===== src/rtl/ypbpr_422_fmt.sv =====
module ypbpr_422_fmt #(
  parameter int CW = 8
) (
  input  logic          clk,
  input  logic          rst_n,
  input  logic          line_start,
  input  logic          mode_422_req,
  input  logic          chroma_on_blue_req,
  input  logic [CW-1:0] in_y,
  input  logic [CW-1:0] in_pb,
  input  logic [CW-1:0] in_pr,
  output logic [CW-1:0] out_red,
  output logic [CW-1:0] out_green,
  output logic [CW-1:0] out_blue,
  output logic          oe_red,
  output logic          oe_green,
  output logic          oe_blue
);
  logic       mode_act, swap_act, phase_q;
  logic [1:0] live;

  wire          mode_now  = line_start ? mode_422_req       : mode_act;
  wire          swap_now  = line_start ? chroma_on_blue_req : swap_act;
  wire          phase_now = line_start ? 1'b0               : phase_q;
  wire [CW-1:0] chroma    = phase_now ? in_pr : in_pb;
  wire          red_is_c  = mode_now & ~swap_now;
  wire          blue_is_c = mode_now &  swap_now;

  always_ff @(posedge clk) begin
    if (!rst_n) begin
      mode_act  <= 1'b0;
      swap_act  <= 1'b0;
      phase_q   <= 1'b0;
      live      <= 2'd0;
      out_red   <= '0;
      out_green <= '0;
      out_blue  <= '0;
      oe_red    <= 1'b0;
      oe_green  <= 1'b0;
      oe_blue   <= 1'b0;
    end else begin
      mode_act  <= mode_now;
      swap_act  <= swap_now;
      phase_q   <= ~phase_now;
      live      <= (live == 2'd2) ? 2'd2 : live + 2'd1;
      out_green <= in_y;
      oe_green  <= 1'b1;
      out_red   <= !mode_now ? in_pr : (red_is_c  ? chroma : '0);
      out_blue  <= !mode_now ? in_pb : (blue_is_c ? chroma : '0);
      oe_red    <= ~blue_is_c;
      oe_blue   <= ~red_is_c;
    end
  end


  green_live_chk: assert property (@(posedge clk) disable iff (!rst_n)
    (live != 2'd0) |-> oe_green);


  red_dark_zero_chk: assert property (@(posedge clk) disable iff (!rst_n)
    (live != 2'd0 && !oe_red) |-> (out_red == '0));


  blue_dark_zero_chk: assert property (@(posedge clk) disable iff (!rst_n)
    (live != 2'd0 && !oe_blue) |-> (out_blue == '0));


  one_dark_max_chk: assert property (@(posedge clk) disable iff (!rst_n)
    (live != 2'd0) |-> (oe_red || oe_blue));


  fmt_hold_chk: assert property (@(posedge clk) disable iff (!rst_n)
    (live == 2'd2 && !$past(line_start)) |-> $stable({oe_red, oe_blue}));
endmodule


===== config.mk =====
export PLATFORM = sky130hd
export DESIGN_NAME = ypbpr_422_fmt
export DESIGN_NICKNAME = d
export VERILOG_FILES = /design/src/rtl/ypbpr_422_fmt.sv
export SDC_FILE = /design/constraint.sdc
export NUM_CORES = 1
export LEC_CHECK = 0
export BUFFER_PORTS_ARGS = -buffer_cell sky130_fd_sc_hd__buf_2
export CORE_AREA = 10 10 60 62
export CTS_CLUSTER_SIZE = 25
export DETAILED_ROUTE_END_ITERATION = 10
export DIE_AREA = 0 0 70 72
export PLACE_DENSITY = 0.73
export SLEW_MARGIN = 40
export SYNTH_ARGS = -nofsm -noshare
export SYNTH_HDL_FRONTEND = slang
export SYNTH_SLANG_ARGS = --single-unit

===== constraint.sdc =====
create_clock -name clk -period 1.3 [get_ports clk]
set_input_delay 0.26 -clock clk [delete_from_list [all_inputs] [get_ports clk]]
set_output_delay 0.26 -clock clk [all_outputs]
set_load 0.02 [all_outputs]

==> results of run 1 <==
[final cells by class]
| class | instances | share of cell area [%] |
|---|---|---|
| well taps | 30 | 2.84 |
| clock buffers | 7 | 3.41 |
| flip-flops and latches | 30 | 45.5 |
| multi-input cells | 57 | 27.2 |
| inverters | 1 | 0.284 |
| repair buffers | 55 | 20.8 |
[worst reg2reg max path: cells and delay by family (launching register included)]
family,cells,cell delay (ps)
and+or+nand+nor,2,490
DFF,1,380
AOI/OAI and AO/OA,1,250
[synth_stat cells, drive strengths merged]
library cell	instances	area [um2]
clkbuf	2	7.51
nor2b	4	25.0
and2	8	50.1
o21ai	1	8.76
nand3	2	10.0
and3	1	6.26
o32a	1	22.5
mux2i	1	10.0
nand2b	1	13.8
dfxtp	30	601
nand2	18	67.6
inv	1	3.75
a21boi	2	15.0
buf	1	5.00
o22ai	17	119
o221a	1	11.3
[registers in the layout, indices dropped and copies added (netlist names)]
| name | count |
|---|---|
| mode_act | 1 |
| swap_act | 1 |
| oe_red | 1 |
| out_green | 8 |
| out_blue | 8 |
| phase_q | 1 |
| oe_green | 1 |
| oe_blue | 1 |
| out_red | 8 |
[through the flow]
step / setup WS, ps / util, % / hold slack, ps
finish: 116 / 54.3 / 142
global route: 28.3 / 54.3 / 126
CTS: 92.7 / 54.3 / 130
detailed placement: 81.8 / 52.5 / 469
global placement: 117 / 52.5 / 466
floorplan: 312 / - / 288
[power breakdown]
group	switching (mW)	total [mW]	internal (mW)
sequential	0.0189	0.995	0.976
clock	0.267	0.470	0.203
combinational	0.162	0.272	0.109
total	0.448	1.74	1.29
[logic make-up (layout without fill, tap and decap cells)]
kind of cell           count (synthesis)  count (layout)  synth area share (%)
DFF                                   30              30                  61.5
muxes                                  1               1                  1.03
and+or+nand+nor                       34              34                  17.7
buffers and inverters                  4              63                  1.67
AOI/OAI and AO/OA                     22              22                  18.1
[how the worst max path moves through the flow]
stage	end	from	depth (start not counted)	slack (ps)
final	out_blue[5]	mode_act	3	120
after global routing	out_blue[5]	mode_act	3	30
after CTS	out_blue[5]	mode_act	3	90
after detailed placement	out_red[0]	line_start	4	80
after global placement	out_red[1]	line_start	4	120
after floorplan	out_red[7]	mode_act	3	310
[metal layers]
layer  track usage [%]  wire, um
met2              15.7      1050
met5                 0         0
met3              9.80       457
met4              4.61        38
met1              9.00       953
[cells in the final DEF (no fill, tap or decap)]
cell	synthesis	final
sky130_fd_sc_hd__buf_2	1	55
sky130_fd_sc_hd__dfxtp_1	30	30
sky130_fd_sc_hd__nand2_1	18	18
sky130_fd_sc_hd__o22ai_1	15	15
sky130_fd_sc_hd__and2_1	8	8
sky130_fd_sc_hd__clkbuf_4	0	5
sky130_fd_sc_hd__nor2b_1	4	4
sky130_fd_sc_hd__nand3_1	2	2
sky130_fd_sc_hd__o22ai_2	2	2
sky130_fd_sc_hd__a21boi_0	2	2
sky130_fd_sc_hd__clkbuf_1	2	2
sky130_fd_sc_hd__nand2b_4	1	1
sky130_fd_sc_hd__o32a_4	1	1
sky130_fd_sc_hd__o21ai_2	1	1
sky130_fd_sc_hd__and3_1	1	1
sky130_fd_sc_hd__o221a_2	1	1
sky130_fd_sc_hd__mux2i_1	1	1
sky130_fd_sc_hd__inv_1	1	1
==> impl_summary.md, run 1 <==
Outcome
The run finished with clean final reports.

Logic synthesis
The cell area after technology mapping is 976 um2. Summing the sequential cell areas from Yosys gives 61.5% of the chip area. Counting every net in the synthesized netlist gives 120. Counting flops and latches in the post-synthesis netlist gives 30. The distinct cell type count of the synthesized netlist is 17. The cell count after synthesis is 91. A synthesized cell averages 10.7 um2. During synthesis, Yosys emitted a total of 0 warnings.

CTS
The clock latency of the later-clocked register in the worst-skew pair is 320 ps. The post-cts sizing count is 0. For this design, the CTS-stage hold fixing added 0 buffers. TritonCTS created 5 clock buffers. The root cell of the clock tree is sky130_fd_sc_hd__clkbuf_4. The clock transition time at the flip-flop clock pins of the worst setup and hold paths is 80 ps. TritonCTS built the clock tree. Post-CTS timing repair inserted 0 buffers for setup. The deepest clock path buffer count is 2. For this design, the sink count on the clock tree is 30. The level count of the clock H-tree is 2.

Global routing
The via count of the first global-routing pass was 949. Global routing used 10.2% of the available tracks. The number of antenna violations at the first check in global routing is 0. Entering global routing, the biggest net connects 31 pins. The first-pass GRT wire length is 4.13 mm. The final global-route overflow total is 0.

Timing
The worst clock skew on the final layout is 4.42 ps. The fmax is 845 MHz. At the pin with the least slew margin, the transition time is 435 ps. The final critical path takes up 91.1% of the cycle. In this run the tightest slew margin relative to its limit is 71.0%. The routed design could run at a clock period as short as 1180 ps. Setup repair after global routing left no endpoint under its margin. Setup violations remaining at the end of the flow were counted as 0. The max-slew violation count is 0.

The total negative slack for setup checks is 0 ps. The number of hold-slack violations in the final timing report is 0.

Finish
The finished layout cell area is 1320 um2. The repair_antennas step left the layout with diodes totalling 0. The post-route netlist has 44.0% of its cells at a drive strength greater than 1. Summing all flip-flop and latch instances after layout gives 601 um2. Summing all multi-input logic gate instances after layout gives 359 um2. The signed area change from the synthesized netlist to the final layout is 35.4%.

The non-filler instance count after layout is 180. In the final design database the tool counted 179 nets. Counting the fill cells in the layout gives 228.

Worst setup path
The count of buffer and inverter cells on the critical path is 0. The destination of the worst register-to-register timing path is out_blue[5]. The worst register-to-register path has a setup slack of 120 ps.

The data arrival time of the critical path is 1420 ps. The critical path goes through nor2b_1, nand3_1, o22ai_1. The top cell family by delay on the critical path is simple AND/OR/NAND/NOR gates. The slowest stage of the critical path is the sky130_fd_sc_hd__dfxtp_1 cell. The launch point of the worst reg-to-reg path is mode_act. The data required time of the worst path is 1540 ps. Of all nets on the critical path, the largest fanout is 8. The endpoint class of the critical path is a flop. On the worst path, the slowest cell contributes a delay of 380 ps.

The setup path with the least slack is of type reg2reg. The worst setup path is launched from a flop. The count of cells along the worst register-to-register path is 3.

Place
In this run the tool buffered the top-level ports with 55 buffer cells. Counting tap cells, the placed design contains a total of 173 instances. The placed instances occupy a cell area of 1280 um2. At the end of routability-driven placement, the weighted congestion stood at 0.752.

Routing
The via count normalized by instance count is 4.85. The first-pass iteration count of the detailed router is 4. After detailed routing, the total wire length is 2.50 mm. In the routed design, unresolved DRC markers number 0. Across all layers, the routed design uses 873 vias. After detailed routing, the average wire length per cell comes to 13.9 um. The count of nets left with antenna violations once routing finished came out at 0. The detailed router's first-iteration violation count is 35.

Hold path
The worst hold path begins at in_y[2]. The worst hold endpoint is out_green[2]. The tightest min-delay check is of the in2reg type. Along the worst hold path, the cell count comes to 2.

Floorplanning
The starting density of the core is 40.1%. The floorplan row count is 18. The number of top-level design ports is 56.

The die is 72 um tall. The horizontal extent of the die is 70 um. The area of the die is 5040 um2. In this run the standard cell core region covers 2430 um2.

Power and ir drop
The worst ir drop on vdd is 730 uV. Summed over all cells, the static leakage comes to 0.652 nW. For this design the ratio of total power to cell area is 1310 nW/um2. Total power for the finished layout comes to 1.74 mW.

Job
The number of maximum-capacitance constraint violations is 0.
Power figures use the tool's default switching activity.
==> run 2: changes to the inputs <==
Settings changed: ABC_AREA from default to 1, CORE_AREA 10 10 60 62 to 10 10 62 64, DIE_AREA 0 0 70 72 to 0 0 72 74, PLACE_DENSITY 0.73 to 0.74.
==> run 2 against run 1 <==
  * Combinational power increased by 33%
  * Sequential power hardly changed
  * Register-to-register slack improved by 60 ps
  * Power is 6.2% higher
  * Global-route usage increased by 1.1 points
  * Maximum frequency grew 5.6%
  * Flip-flop and latch count unchanged
  * Critical endpoint is now out_red[2]
==> impl_summary.md, run 2 <==
Outcome
The run finished with clean final reports.

Logic synthesis
The synthesized net count was 176 (+47%). The number of enable flip-flop cells after synthesis was 0 (unchanged). The cell area after technology mapping came to 1120 um2 (+15%). The leading cell type by number of instances after synthesis is sky130_fd_sc_hd__nand2_1. The fraction of registers with async set or reset after synthesis is 0% (unchanged). The number of warnings printed during yosys synthesis is 0 (unchanged). Summed over all instances, the cell type with the most area after synthesis is sky130_fd_sc_hd__dfxtp_1. The sequential element share of the synthesized area was 53.6% (-7.9 points). The area share of the largest cell type after synthesis came to 53.6% (-7.9 points). The cell count after synthesis is 147 (+62%). The most frequently used flop master after synthesis is sky130_fd_sc_hd__dfxtp_1. The distinct cell type count of the synthesized netlist came to 13 (-4). By count the netlist is led by sky130_fd_sc_hd__nand2_1 (71), sky130_fd_sc_hd__dfxtp_1 (30), sky130_fd_sc_hd__a21oi_1 (16). The post-synthesis average cell area is 7.62 um2 (-29%). Ranked by total cell area, the synthesized netlist is headed by sky130_fd_sc_hd__dfxtp_1 (54%), sky130_fd_sc_hd__nand2_1 (24%), sky130_fd_sc_hd__a21oi_1 (7.2%), sky130_fd_sc_hd__inv_1 (4.7%), sky130_fd_sc_hd__nor2_8 (3.6%). The number of register bits inferred by synthesis is 30 (unchanged).

Finish
The count of fill cells added during filler insertion is 278 (+22%). The finished layout cell area is 1460 um2 (+10%). The largest registers in the layout are out_blue: 8 flops, out_green: 8 flops, out_red: 8 flops. The fraction of layout instances using a drive strength above 1 is 33.0% (-11 points). The leading cell type in the layout, fill and taps excluded is sky130_fd_sc_hd__nand2_1. The signed area change from the synthesized netlist to the final layout is 30.3%. The top cell types in the final layout, fill and taps aside, are sky130_fd_sc_hd__nand2_1 (71), sky130_fd_sc_hd__buf_2 (55), sky130_fd_sc_hd__dfxtp_1 (30). The core occupancy in the finished layout was 54.8% (+0.47 points). The non-filler instance count after layout was 237 (+32%). The number of nets at the end of the flow is 235 (+31%). The antenna diode instance count was 0 (unchanged).

Worst setup path
The critical setup path kind is reg2reg. STA classifies the critical path endpoint as a flop. The data arrival time of the critical path was 1370 ps (-50 ps). The data required time of the worst path is 1550 ps (about the same). The kind of launch point of the worst setup path is a flop. The maximum fanout along the worst path is 9 (+1).

Timing
The count of endpoints failing setup in the final report came to 0 (unchanged). Setup repair after global routing left no endpoint under its margin. The fmax is 892 MHz (+5.6%). The portion of the clock cycle consumed by the worst path in the final layout was 86.3% (-4.8 points). The worst clock skew on the final layout came to 2.93 ps (-1.48 ps). The shortest period the worst path allows is 1120 ps (-62.4 ps). The worst-case headroom to the max-slew limit came to 74.3% (+3.3 points). The final worst setup slack came to 179 ps (+62.4 ps). The max-slew violation count is 0 (unchanged). The worst hold margin is 114 ps (-28.4 ps). The actual slew at the worst max-slew pin is 385 ps (-50.5 ps).

The total negative slack for setup checks is 0 ps (unchanged). The number of hold-slack violations in the final timing report was 0 (unchanged).

Floorplanning
The y dimension of the die was 74 um (+2.8%). The area of the die is 5330 um2 (+5.7%). The area inside the core boundary is 2660 um2 (+9.5%). The floorplan row count is 19 (+1). The horizontal extent of the die came to 72 um (+2.9%). The starting density of the core came to 42.1% (+1.9 points). The number of top-level design ports is 56 (unchanged).

Global routing
The first-pass GRT wire length was 4.82 mm (+17%). The final global-route overflow total is 0 (unchanged). The overall global routing resource usage was 11.4% (+1.1 points). The via count of the first global-routing pass is 1115 (+17%). The largest net degree at the start of global routing was 22 (-29%).

The number of antenna violations at the first check in global routing is 0 (unchanged).

Routing
The met3 routed wirelength is 489 um (+7.0%). The length of routed wiring on met1 is 1.18 mm (+23%). The first-pass iteration count of the detailed router is 4 (unchanged). The residual DRC count was 0 (unchanged). The met2 wirelength from detailed routing is 1.11 mm (+6.1%). The aggregate routed wire length was 2.82 mm (+13%). The total via count after detailed routing is 1071 (+23%). The remaining antenna violation count is 0 (unchanged).

The via count normalized by instance count is 4.52 (-6.8%). The average wire length per cell after detail routing is 11.9 um (-14%). The topmost layer with routed signal wires is met4. The detailed router's first-iteration violation count came to 77 (+120%).

CTS
The clock tree from TritonCTS is built. The post-CTS setup repair buffer count is 0 (unchanged). The number of buffers added by the clock tree synthesis step is 5 (unchanged).

The clock transition time at the flip-flop clock pins of the worst setup and hold paths is 80 ps (about the same). The level count of the clock H-tree is 2 (unchanged). The number of hold-repair buffers added at the cts stage was 0 (unchanged).

The clock latency of the later-clocked register in the worst-skew pair is 320 ps (about the same). The post-cts sizing count is 0 (unchanged). The deepest clock path buffer count came to 2 (unchanged).

In this run the clock root is driven by a sky130_fd_sc_hd__clkbuf_4. The clock sink total is 30 (unchanged).

Place
The wire-length estimate of the detail-placed layout is 2.16 mm. The standard cell area after detailed placement is 1410 um2 (+11%). The pre-CTS setup slack is 90.6 ps (+8.83 ps). The count of input and output buffers is 55 (unchanged). The placed cell count is 230 (+33%).

The final estimated routing congestion in global placement is 0.690 (-8.2%).

Power and ir drop
The worst ir drop on vdd is 865 uV (+19%). The cell leakage power is 0.844 nW (+29%). The total power consumption of the routed design is 1.85 mW (+6.2%). The power per unit of standard cell area is 1270 nW/um2 (-3.8%).

Job
The number of maximum-capacitance constraint violations is 0 (unchanged).

Hold path
The min-delay analysis places its worst path in the category in2reg.
-- run 2: cell types whose count changed after synthesis, sizes merged, moves of 2 or more --
cell	previous run	this run
nand3	2	0
a21boi	2	0
a21oi	0	16
nor2	0	8
nand2	18	74
and2	8	0
o22ai	17	0
nor2b	4	0
inv	1	15
-- run 2: worst paths after layout --
path | from | to | slack (ps) | cells after the start
min reg2reg | phase_q | phase_q | 580 | 3
min | in_y[2] | out_green[2] | 110 | 3
max reg2reg | phase_q | out_red[2] | 180 | 6
max | phase_q | out_red[2] | 180 | 6
-- run 2: final cells by class --
class | count | area [um2] | share of cell area, %
Clock buffer | 7 | 45.0 | 3.09
Timing Repair Buffer | 56 | 283 | 19.4
Tap cell | 31 | 38.8 | 2.66
Multi-Input combinational cell | 98 | 435 | 29.8
Inverter | 15 | 56.3 | 3.86
Sequential cell | 30 | 601 | 41.2
-- run 2: kinds of logic (layout without fill, tap and decap cells) --
family,after synthesis,after routing,share of synthesized area [%]
simple gates,82,82,31.7
compound gates,16,16,7.15
buf+inv,19,78,7.49
flops,30,30,53.6
-- run 2: routing by layer --
layer,vias to the layer above,GRT usage [%]
li1,561,-
met1,456,10.8
met2,48,17.1
met3,6,10.5
met4,0,4.52
met5,-,0
-- run 2: worst max-delay path, stage by stage (launching register included) --
cell and delay, ps:
sky130_fd_sc_hd__dfxtp_1 330, sky130_fd_sc_hd__inv_1 50, sky130_fd_sc_hd__nor2_2 300, sky130_fd_sc_hd__nand2_1 90, sky130_fd_sc_hd__nand2_1 100, sky130_fd_sc_hd__nand2_1 60, sky130_fd_sc_hd__a21oi_1 130
-- run 2: report_power, final --
part           total, mW  internal (mW)  switching [mW]  leakage [nW]
sequential         0.995          0.981          0.0140         0.249
combinational      0.361          0.126           0.236         0.569
clock              0.489          0.203           0.285        0.0254
==> run 3: changes to the inputs <==
Settings changed: CORE_AREA 10 10 62 64 to 4 4 56 58, DIE_AREA 0 0 72 74 to 0 0 60 62, MAX_ROUTING_LAYER from default to met4.
==> run 3 against run 2 <==
  * Hold slack worse by 3.2 ps
  * Register-to-register slack better by 20 ps
  * Global-route usage is 4.3 points higher
  * Sequential power hardly changed
  * Critical endpoint is now out_blue[5]
==> impl_summary.md, run 3 (synthesis results as in run 2) <==
Outcome
The flow ran to the end, and the final reports show no timing, DRC or antenna violations.

Hold path
The worst hold path cell count came to 3 (unchanged). The class of the worst hold path is in2reg. The worst hold path begins at in_y[3].

Finish
The finished layout cell area was 1500 um2 (+2.8%). The largest registers in the layout are out_blue: 8 flops, out_green: 8 flops, out_red: 8 flops. The fraction of layout instances using a drive strength above 1 is 34.6% (+1.6 points). The number of nets at the end of the flow is 236 (+0.43%). The signed area change from the synthesized netlist to the final layout is 34.0%. Leaving out fill and tap cells, the most frequent cells in the layout are sky130_fd_sc_hd__nand2_1 (71), sky130_fd_sc_hd__buf_2 (55), sky130_fd_sc_hd__dfxtp_1 (30).

The antenna diode instance count is 0 (unchanged). The non-filler instance count after layout is 239 (+0.84%). The core occupancy in the finished layout is 56.3% (+1.6 points).

The library cell used most frequently in the layout, excluding fill and tap cells, is sky130_fd_sc_hd__nand2_1.

CTS
The clock latency of the later-clocked register in the worst-skew pair is 320 ps (about the same). The post-cts sizing count is 0 (unchanged). Clock tree synthesis selected as its root buffer the cell sky130_fd_sc_hd__clkbuf_4. The clock transition time at the flip-flop clock pins of the worst setup and hold paths came to 90 ps (about the same). The number of hold-repair buffers added at the cts stage is 0 (unchanged). The clock tree from TritonCTS is built. The level count of the clock H-tree is 2 (unchanged).

The post-CTS setup repair buffer count is 0 (unchanged). The deepest clock path buffer count is 2 (unchanged). The number of buffers added by the clock tree synthesis step came to 5 (unchanged).

The clock sink total is 30 (unchanged).

Routing
The detailed router's first-iteration violation count was 26 (-66%). The remaining antenna violation count is 0 (unchanged). The residual DRC count was 0 (unchanged).

The first-pass iteration count of the detailed router is 4 (unchanged). The aggregate routed wire length came to 2.54 mm (-10%). The total via count after detailed routing is 1089 (+1.7%).

The average wire length per cell after detail routing is 10.6 um (-11%). The via count normalized by instance count came to 4.56 (+0.83%).

Place
The pre-CTS setup slack is 94.0 ps (+3.44 ps). The final estimated routing congestion in global placement was 0.750 (+8.6%). The placed cell count is 231 (+0.43%).

The standard cell area after detailed placement was 1420 um2 (+0.53%). The count of input and output buffers is 55 (unchanged). The post-DP HPWL is 1.96 mm (-9.3%).

Floorplanning
The number of top-level design ports was 56 (unchanged). The y dimension of the die is 62 um (-16%). The starting density of the core is 42.1% (unchanged).

The area inside the core boundary is 2660 um2 (unchanged). The floorplan row count is 19 (unchanged). The area of the die was 3720 um2 (-30%).

The horizontal extent of the die came to 60 um (-17%).

Power and ir drop
The power per unit of standard cell area is 1350 nW/um2 (+7.0%). The cell leakage power is 0.869 nW (+2.9%). The total power consumption of the routed design came to 2.03 mW (+10%). The worst ir drop on vdd was 779 uV (-10%).

Worst setup path
The count of cells along the worst register-to-register path was 6 (unchanged). The kind of launch point of the worst setup path is a flop. The register-to-register path setup slack came to 200 ps (+20 ps). The critical path starts at mode_act. The data required time of the worst path was 1540 ps (about the same).

STA classifies the critical path endpoint as a flop. The maximum fanout along the worst path is 19 (+10). The data arrival time of the critical path is 1340 ps (-30 ps). The launch point of the worst reg-to-reg path is mode_act. The critical setup path kind is reg2reg.

Global routing
The largest net degree at the start of global routing is 22 (unchanged). The via count of the first global-routing pass is 1020 (-8.5%). The number of antenna violations at the first check in global routing is 0 (unchanged). The final global-route overflow total came to 0 (unchanged). The overall global routing resource usage is 15.6% (+4.3 points). The first-pass GRT wire length was 4.09 mm (-15%).

Timing
The worst clock skew on the final layout came to 6.80 ps (+3.87 ps). The worst-case headroom to the max-slew limit is 81.0% (+6.7 points). The count of endpoints failing setup in the final report is 0 (unchanged). The shortest period the worst path allows was 1100 ps (-22.1 ps). The number of hold-slack violations in the final timing report is 0 (unchanged). The fmax is 910 MHz (+2.0%). The max-slew violation count was 0 (unchanged). The worst hold margin is 110 ps (-3.21 ps). The total negative slack for setup checks is 0 ps (unchanged). The actual slew at the worst max-slew pin is 284 ps (-101 ps). Setup repair after global routing left no endpoint under its margin. The final worst setup slack came to 201 ps (+22.1 ps). The portion of the clock cycle consumed by the worst path in the final layout came to 84.6% (-1.7 points).

Job
The number of maximum-capacitance constraint violations came to 0 (unchanged).
## run 3: changes by cell type in the layout (fill, tap and decap cells not counted), sizes merged
cell    delta
buf        +1
clkbuf     +1
## run 3: path summary, 6_finish.rpt
path                       end
setup / recovery   out_blue[5]
hold / removal    out_green[3]
setup reg to reg   out_blue[5]
hold reg to reg       swap_act
## run 3: cell type report
class / instances / area, um2
clock buffer: 8 / 78.8
inverter: 15 / 56.3
sequential: 30 / 601
tap: 31 / 38.8
multi-input combinational: 98 / 435
timing repair buffer: 57 / 290
fill: 281 / 1160
## run 3: critical path: stages, from the launching register on
cell and delay, ps:
sky130_fd_sc_hd__dfxtp_1 320, sky130_fd_sc_hd__inv_1 40, sky130_fd_sc_hd__nand2_2 60, sky130_fd_sc_hd__nand2_4 170
sky130_fd_sc_hd__nor2_8 220, sky130_fd_sc_hd__nand2_1 70, sky130_fd_sc_hd__a21oi_1 140
## run 3: layer usage
layer | GRT usage, % | part of all wire [%]
met5 | - | 0
met4 | 8.54 | 2.1
met3 | 5.79 | 11
met2 | 24.8 | 45
met1 | 16.9 | 42
## run 3: where the power goes
part	leakage, nW	switching (mW)	internal (mW)
sequential	0.249	0.0150	0.982
combinational	0.575	0.233	0.128
clock	0.0446	0.304	0.369
